===== config.mk =====
export PLATFORM = sky130hd
export DESIGN_NAME = ddr_mrs_monitor
export DESIGN_NICKNAME = d
export VERILOG_FILES = /design/src/rtl/ddr_mrs_pkg.sv /design/src/rtl/ddr_cmd_decode.sv /design/src/rtl/ddr_mode_regs.sv /design/src/rtl/ddr_dll_lockout.sv /design/src/rtl/ddr_viol_flags.sv /design/src/rtl/ddr_mrs_monitor.sv
export SDC_FILE = /design/constraint.sdc
export NUM_CORES = 1
export LEC_CHECK = 0
export BUFFER_PORTS_ARGS = -buffer_cell sky130_fd_sc_hd__buf_4
export CORE_AREA = 2 2 48 83
export DETAILED_ROUTE_END_ITERATION = 12
export DIE_AREA = 0 0 50 85
export REMOVE_ABC_BUFFERS = 1
export SLEW_MARGIN = 10
export SYNTH_ARGS = -nofsm -noshare
export SYNTH_HDL_FRONTEND = slang
export SYNTH_HIERARCHICAL = 1
export SYNTH_SLANG_ARGS = --single-unit
export TNS_END_PERCENT = 20

===== constraint.sdc =====
create_clock -name clk -period 1.7 [get_ports clk]
set_input_delay 0.17 -clock clk [delete_from_list [all_inputs] [get_ports clk]]
set_output_delay 0.17 -clock clk [all_outputs]
set_load 0.005 [all_outputs]

===== src/rtl/ddr_mrs_pkg.sv =====
package ddr_mrs_pkg;
  typedef enum logic [2:0] {
    CMD_IDLE     = 3'd0,
    CMD_LD_BASE  = 3'd1,
    CMD_LD_EXT   = 3'd2,
    CMD_LD_SKIP  = 3'd3,
    CMD_READ     = 3'd4
  } cmd_e;

  typedef enum logic [1:0] {
    CLS_NORMAL   = 2'd0,
    CLS_DLL_RST  = 2'd1,
    CLS_RESERVED = 2'd2
  } op_class_e;

  typedef struct packed {
    logic drive_red;
    logic dll_off;
  } ext_reg_t;
endpackage


===== src/rtl/ddr_cmd_decode.sv =====
module ddr_cmd_decode
  import ddr_mrs_pkg::*;
(
  input  logic       cke,
  input  logic       cs_n,
  input  logic       ras_n,
  input  logic       cas_n,
  input  logic       we_n,
  input  logic [1:0] ba,
  output cmd_e       cmd
);
  always_comb begin
    cmd = CMD_IDLE;
    if (cke && !cs_n) begin
      case ({ras_n, cas_n, we_n})
        3'b000: begin
          case (ba)
            2'b00:   cmd = CMD_LD_BASE;
            2'b01:   cmd = CMD_LD_EXT;
            default: cmd = CMD_LD_SKIP;
          endcase
        end
        3'b101:  cmd = CMD_READ;
        default: cmd = CMD_IDLE;
      endcase
    end
  end
endmodule


===== src/rtl/ddr_mode_regs.sv =====
module ddr_mode_regs
  import ddr_mrs_pkg::*;
#(
  parameter int ADDR_W = 13,
  parameter int LOW_W  = 7
) (
  input  logic              clk,
  input  logic              rst_n,
  input  cmd_e              cmd,
  input  logic [ADDR_W-1:0] addr,
  input  logic              blocked,
  input  logic              sr_exit,
  output logic [LOW_W-1:0]  base_q,
  output op_class_e         cls_q,
  output ext_reg_t          ext_q,
  output logic              rst_pulse,
  output logic              hit_reserved,
  output logic              hit_illegal,
  output logic              dll_on_event
);
  localparam int UP_W = ADDR_W - LOW_W;
  localparam logic [UP_W-1:0] DLLRST_PAT = UP_W'(2);

  logic [UP_W-1:0] upper;
  op_class_e       cls_now;
  logic            is_load;
  logic            base_ok;
  logic            ext_ok;

  assign upper   = addr[ADDR_W-1:LOW_W];
  assign is_load = (cmd == CMD_LD_BASE) || (cmd == CMD_LD_EXT);
  assign base_ok = (cmd == CMD_LD_BASE) && !blocked;
  assign ext_ok  = (cmd == CMD_LD_EXT) && !blocked;

  always_comb begin
    if (upper == '0)             cls_now = CLS_NORMAL;
    else if (upper == DLLRST_PAT) cls_now = CLS_DLL_RST;
    else                          cls_now = CLS_RESERVED;
  end

  assign hit_illegal  = is_load && blocked;
  assign hit_reserved = base_ok && (cls_now == CLS_RESERVED);
  assign dll_on_event = sr_exit || (ext_ok && !addr[0] && ext_q.dll_off);

  always_ff @(posedge clk or negedge rst_n) begin
    if (!rst_n) begin
      base_q    <= '0;
      cls_q     <= CLS_NORMAL;
      rst_pulse <= 1'b0;
    end else begin
      rst_pulse <= base_ok && (cls_now == CLS_DLL_RST);
      if (base_ok) begin
        cls_q <= cls_now;
        if (cls_now != CLS_RESERVED) base_q <= addr[LOW_W-1:0];
      end
    end
  end

  always_ff @(posedge clk or negedge rst_n) begin
    if (!rst_n) begin
      ext_q <= '{drive_red: 1'b0, dll_off: 1'b1};
    end else begin
      if (ext_ok) ext_q <= '{drive_red: addr[1], dll_off: addr[0]};
      if (sr_exit) ext_q.dll_off <= 1'b0;
    end
  end

  p_blocked_hold_r6: assert property (@(posedge clk) disable iff (!rst_n)
    hit_illegal && !sr_exit |=> $stable(base_q) && $stable(ext_q) && $stable(cls_q));

  p_reserved_keep_r4: assert property (@(posedge clk) disable iff (!rst_n)
    hit_reserved |=> $stable(base_q) && (cls_q == CLS_RESERVED));

  p_pulse_class_r3: assert property (@(posedge clk) disable iff (!rst_n)
    rst_pulse |-> (cls_q == CLS_DLL_RST));

  p_srx_enables_r9: assert property (@(posedge clk) disable iff (!rst_n)
    sr_exit |=> !ext_q.dll_off);
endmodule


===== src/rtl/ddr_dll_lockout.sv =====
module ddr_dll_lockout #(
  parameter int LOCK_CYCLES = 200
) (
  input  logic clk,
  input  logic rst_n,
  input  logic cke,
  input  logic dll_en,
  input  logic restart,
  output logic ready
);
  localparam int CW = $clog2(LOCK_CYCLES + 1);
  localparam logic [CW-1:0] LIMIT = CW'(LOCK_CYCLES);

  logic [CW-1:0] cnt;

  always_ff @(posedge clk or negedge rst_n) begin
    if (!rst_n)                     cnt <= '0;
    else if (restart)               cnt <= '0;
    else if (!dll_en)               cnt <= '0;
    else if (cke && (cnt != LIMIT)) cnt <= cnt + 1'b1;
  end

  assign ready = dll_en && (cnt == LIMIT);

  p_cnt_bound_r7: assert property (@(posedge clk) disable iff (!rst_n)
    cnt <= LIMIT);

  p_restart_blocks_r7: assert property (@(posedge clk) disable iff (!rst_n)
    restart |=> !ready);

  p_pause_r8: assert property (@(posedge clk) disable iff (!rst_n)
    dll_en && !cke && !restart |=> $stable(cnt));
endmodule


===== src/rtl/ddr_viol_flags.sv =====
module ddr_viol_flags #(
  parameter int N_FLAGS = 3
) (
  input  logic               clk,
  input  logic               rst_n,
  input  logic [N_FLAGS-1:0] set,
  input  logic               clr,
  output logic [N_FLAGS-1:0] flg
);
  for (genvar gi = 0; gi < N_FLAGS; gi++) begin : g_flag
    always_ff @(posedge clk or negedge rst_n) begin
      if (!rst_n)       flg[gi] <= 1'b0;
      else if (set[gi]) flg[gi] <= 1'b1;
      else if (clr)     flg[gi] <= 1'b0;
    end

    p_sticky_r11: assert property (@(posedge clk) disable iff (!rst_n)
      flg[gi] && !clr |=> flg[gi]);

    p_set_wins_r11: assert property (@(posedge clk) disable iff (!rst_n)
      set[gi] |=> flg[gi]);
  end
endmodule


===== src/rtl/ddr_mrs_monitor.sv =====
module ddr_mrs_monitor
  import ddr_mrs_pkg::*;
#(
  parameter int ADDR_W      = 13,
  parameter int LOCK_CYCLES = 200
) (
  input  logic              clk,
  input  logic              rst_n,
  input  logic              cke,
  input  logic              cs_n,
  input  logic              ras_n,
  input  logic              cas_n,
  input  logic              we_n,
  input  logic [1:0]        ba,
  input  logic [ADDR_W-1:0] addr,
  input  logic              bank_open,
  input  logic              burst_busy,
  input  logic              sr_exit,
  input  logic              flag_clr,
  output logic [2:0]        burst_len,
  output logic              burst_interleave,
  output logic [2:0]        cas_lat,
  output logic [1:0]        op_class,
  output logic              dll_reset_pulse,
  output logic              dll_enabled,
  output logic              drive_reduced,
  output logic              read_ready,
  output logic              flag_reserved,
  output logic              flag_illegal_load,
  output logic              flag_read_early
);
  localparam int LOW_W = 7;

  cmd_e             cmd;
  logic [LOW_W-1:0] base_q;
  op_class_e        cls_q;
  ext_reg_t         ext_q;
  logic             hit_reserved;
  logic             hit_illegal;
  logic             dll_on_event;
  logic             hit_early;
  logic [2:0]       flg;

  ddr_cmd_decode u_dec (
    .cke   (cke),
    .cs_n  (cs_n),
    .ras_n (ras_n),
    .cas_n (cas_n),
    .we_n  (we_n),
    .ba    (ba),
    .cmd   (cmd)
  );

  ddr_mode_regs #(.ADDR_W(ADDR_W), .LOW_W(LOW_W)) u_regs (
    .clk          (clk),
    .rst_n        (rst_n),
    .cmd          (cmd),
    .addr         (addr),
    .blocked      (bank_open || burst_busy),
    .sr_exit      (sr_exit),
    .base_q       (base_q),
    .cls_q        (cls_q),
    .ext_q        (ext_q),
    .rst_pulse    (dll_reset_pulse),
    .hit_reserved (hit_reserved),
    .hit_illegal  (hit_illegal),
    .dll_on_event (dll_on_event)
  );

  assign dll_enabled   = !ext_q.dll_off;
  assign drive_reduced = ext_q.drive_red;

  ddr_dll_lockout #(.LOCK_CYCLES(LOCK_CYCLES)) u_lock (
    .clk     (clk),
    .rst_n   (rst_n),
    .cke     (cke),
    .dll_en  (dll_enabled),
    .restart (dll_on_event),
    .ready   (read_ready)
  );

  assign hit_early = (cmd == CMD_READ) && dll_enabled && !read_ready;

  ddr_viol_flags #(.N_FLAGS(3)) u_flags (
    .clk   (clk),
    .rst_n (rst_n),
    .set   ({hit_early, hit_illegal, hit_reserved}),
    .clr   (flag_clr),
    .flg   (flg)
  );

  assign flag_reserved     = flg[0];
  assign flag_illegal_load = flg[1];
  assign flag_read_early   = flg[2];

  assign burst_len        = base_q[2:0];
  assign burst_interleave = base_q[3];
  assign cas_lat          = base_q[6:4];
  assign op_class         = cls_q;

  p_ready_needs_dll_r7: assert property (@(posedge clk) disable iff (!rst_n)
    read_ready |-> dll_enabled);

  p_early_flag_r7: assert property (@(posedge clk) disable iff (!rst_n)
    (cmd == CMD_READ) && dll_enabled && !read_ready |=> flag_read_early);
endmodule


==> run summary <==
design area: 0.00177 sq mm
Syn. warnings: 6
Hold/Removal Path Class: in2reg
Final Skew: 0.00457 ns
final worst slack: -0.265 ns
commonest non-fill, non-tap cell in the layout: buf_4
total die area: 0.00425 sq mm
fmax: 0.509 GHz
Hold Vio Cnt, Final: 0
die width: 50 microns
CP max FO: 9
maxcap violations: 0
fin crit share: 116%
synthesis-to-finish area growth: 48.2%
H-tree depth: 1
Slowest cell on crit path: or4b_4
DRT met1 WL: 1.04 mm
vias after detailed routing: 1000
die height: 85 microns
most frequent cells in the layout: buf_4, dfrtp_1, nor2_1, nand2_1, mux2_2
synthesized area: 0.00119 sq mm
worst-case clock buffer depth: 2
TritonCTS clock tree: done
total CTS buffers: 3
WL final: 2.72 mm
worst min-delay path startpoint: sr_exit
failing checks: negative setup slack
critical path's largest stage delay: 0.53 ns
initial antenna violation count: 0
DR vias/cell: 4.76
Reg clk slew, reported paths: 0.09 ns
Distinct cells, synth: 37
vias in the first global route: 1081
num rows: 29
total power: 1.08 mW
Crit path required time: 1.86 ns
Cell Chain, Critical Path: buf_4 > or3b_4 > a2111oi_4 > or4b_4 > nor3_4 > buf_12 > mux2_2
gpl congestion: 0.720
DR WL/cell: 12.9 microns
maximum VDD drop: 0.000423 V
R2R Setup Slk: 0.25 ns
worst setup path startpoint: cas_n
Num Clock Sinks: 23
CP delay by family, top: simple AND/OR/NAND/NOR gates
global route overflow: 0
total track usage: 13.8%
Initial DRC Count: 17
post-synthesis sequential area ratio: 48.4%
n_diodes: 0
CP startpoint kind: input pin
Fill cells: 349
DP Worst Slack: -0.593 ns
WP buf/inv: 2
Reg-to-Reg Start: u_lock/cnt[1]
Lkg Pwr: 0.861 nW
Cells after Synth: 105
minimum clock period: 1.97 ns
initial core utilization: 33.2%
Detailed Routing Iterations Pass 1: 4
Rel. slew slack: 73.4%
synthesis-stage register bit count: 23
routed wl met3: 82 microns
Post-route DRC: 0
final slew viol count: 0
core area: 0.00359 sq mm
RSZ-0062 raised after global routing: true
# setup viols final: 17
Slew @ Worst Pin: 0.394 ns
Root Driver: clkbuf_8
placed cell area: 0.00166 sq mm
port bufs: 41
met2 wire len: 1.57 mm
CP Class: in2reg
first-pass GRT wire length: 4.68 mm
status: finished, violations left
Cell Pwr Density: 610 mW/mm^2
Worst setup EP type: register
layout cell share with drive strength beyond 1: 51.8%
HPWL Detailed: 2.19 mm
Top Layer Used: met4
Mean Syn Cell Area: 11.4 sq um
worst skew pair latency: 0.26 ns
layout net count: 193
Worst Path Arrival: 2.12 ns
Ports: 42
pin count of the biggest net entering global routing: 24
remaining antenna violation count: 0
Yosys cell counts:
| master | n | area (sq um) |
|---|---|---|
| or3b_4 | 1 | 11.3 |
| o31ai_1 | 1 | 7.51 |
| a31o_2 | 1 | 8.76 |
| nand2_1 | 9 | 33.8 |
| xor2_1 | 2 | 17.5 |
| nor3b_1 | 1 | 7.51 |
| mux2i_1 | 3 | 30.0 |
| and2_2 | 1 | 7.51 |
| or4_1 | 1 | 7.51 |
| ha_1 | 2 | 25.0 |
| nor4_4 | 1 | 21.3 |
| nor2_1 | 10 | 37.5 |
| a2111oi_4 | 1 | 27.5 |
| xnor2_1 | 1 | 8.76 |
| nand3_1 | 2 | 10.0 |
| nor3_4 | 1 | 16.3 |
| a31oi_2 | 1 | 12.5 |
| a311o_1 | 1 | 10.0 |
| nand4_2 | 1 | 12.5 |
| inv_1 | 7 | 26.3 |
| mux2_2 | 8 | 90.1 |
| nand4_1 | 3 | 18.8 |
| or2_2 | 1 | 6.26 |
| and4b_4 | 1 | 13.8 |
| nor2b_1 | 1 | 6.26 |
| or3_1 | 3 | 18.8 |
| a21o_1 | 3 | 22.5 |
| o21ai_1 | 1 | 5.00 |
| nor4_2 | 1 | 12.5 |
| nor4b_1 | 2 | 17.5 |
| and4_1 | 1 | 8.76 |
| a21oi_1 | 4 | 20.0 |
| or4b_4 | 1 | 13.8 |
| dfrtp_1 | 22 | 551 |
| dfstp_2 | 1 | 26.3 |
| o21ai_0 | 2 | 10.0 |
| nand2b_1 | 2 | 12.5 |
final timing paths:
kind	depth (start not counted)	to
max	7	u_regs/base_q[6]
min	2	u_regs/ext_q[0]
max reg2reg	6	u_flags/flg[2]
min reg2reg	1	u_flags/flg[2]
max in group asynchronous	2	u_regs/ext_q[0]
min in group asynchronous	2	u_regs/base_q[3]
state kept, by name, summed over array words and instances, names as in the netlist:
signal	cells
u_flags/flg	3
u_lock/cnt	8
u_regs/base_q	7
u_regs/cls_q	2
u_regs/ext_q	2
u_regs/rst_pulse	1
final cells by class:
cell class | instances | area (sq um) | area share, %
Sequential cell | 23 | 578 | 32.7
Timing Repair Buffer | 55 | 428 | 24.2
Multi-Input combinational cell | 75 | 628 | 35.6
Clock buffer | 3 | 41.3 | 2.34
Clock inverter | 1 | 7.51 | 0.425
Inverter | 7 | 26.3 | 1.49
Tap cell | 46 | 57.6 | 3.26
logic make-up (layout without fill, tap and decap cells):
family,after synthesis,count (layout),synth area share [%]
mux,11,11,10.1
flops,23,23,48.4
compound gates,15,15,10.4
fa+ha+maj,2,2,2.10
buf+inv,7,66,2.20
xor+xnor,3,3,2.20
simple gates,44,44,24.7
layer usage:
layer | vias to the layer above | global-route usage, %
met5 | - | 0
met4 | 0 | 4.55
met3 | 2 | 1.94
met2 | 18 | 25.2
met1 | 487 | 15.9
li1 | 493 | -
metrics by stage:
stage / setup TNS, ns / instances / utilization [%] / hold slack, ns
2_1_floorplan: -6.67 / 105 / - / -0.126
3_3_place_gp: -9.27 / 204 / 46.2 / 0.0828
3_5_place_dp: -9.64 / 204 / 46.2 / 0.0822
4_1_cts: -2.70 / 210 / 48.9 / 0.0313
5_1_grt: -3.92 / 210 / 49.2 / 0.0391
6_report: -2.29 / 210 / 49.2 / 0.0328
worst register-to-register path: cells and delay by family (launching register included):
| family | cells | cell delay (ns) |
|---|---|---|
| and+or+nand+nor | 3 | 0.64 |
| DFF | 1 | 0.41 |
| adders and majority gates | 1 | 0.18 |
| AOI/OAI and AO/OA | 1 | 0.11 |
| buffers and inverters | 1 | 0.05 |
repair_timing:
action,4_1_cts,5_1_grt
pin swaps,0,2
endpoints found under the setup margin,20,21
hold endpoints to repair,22,0
buffers inserted,1,0
resized for setup,7,2
hold buffers,1,0
power by group:
| part | leakage (nW) | switching, mW | internal, mW |
|---|---|---|---|
| combinational | 0.527 | 0.0682 | 0.0882 |
| clock | 0.0217 | 0.184 | 0.166 |
| sequential | 0.313 | 0.0102 | 0.562 |
| total | 0.861 | 0.263 | 0.816 |
(Power assumes the default switching activity.)
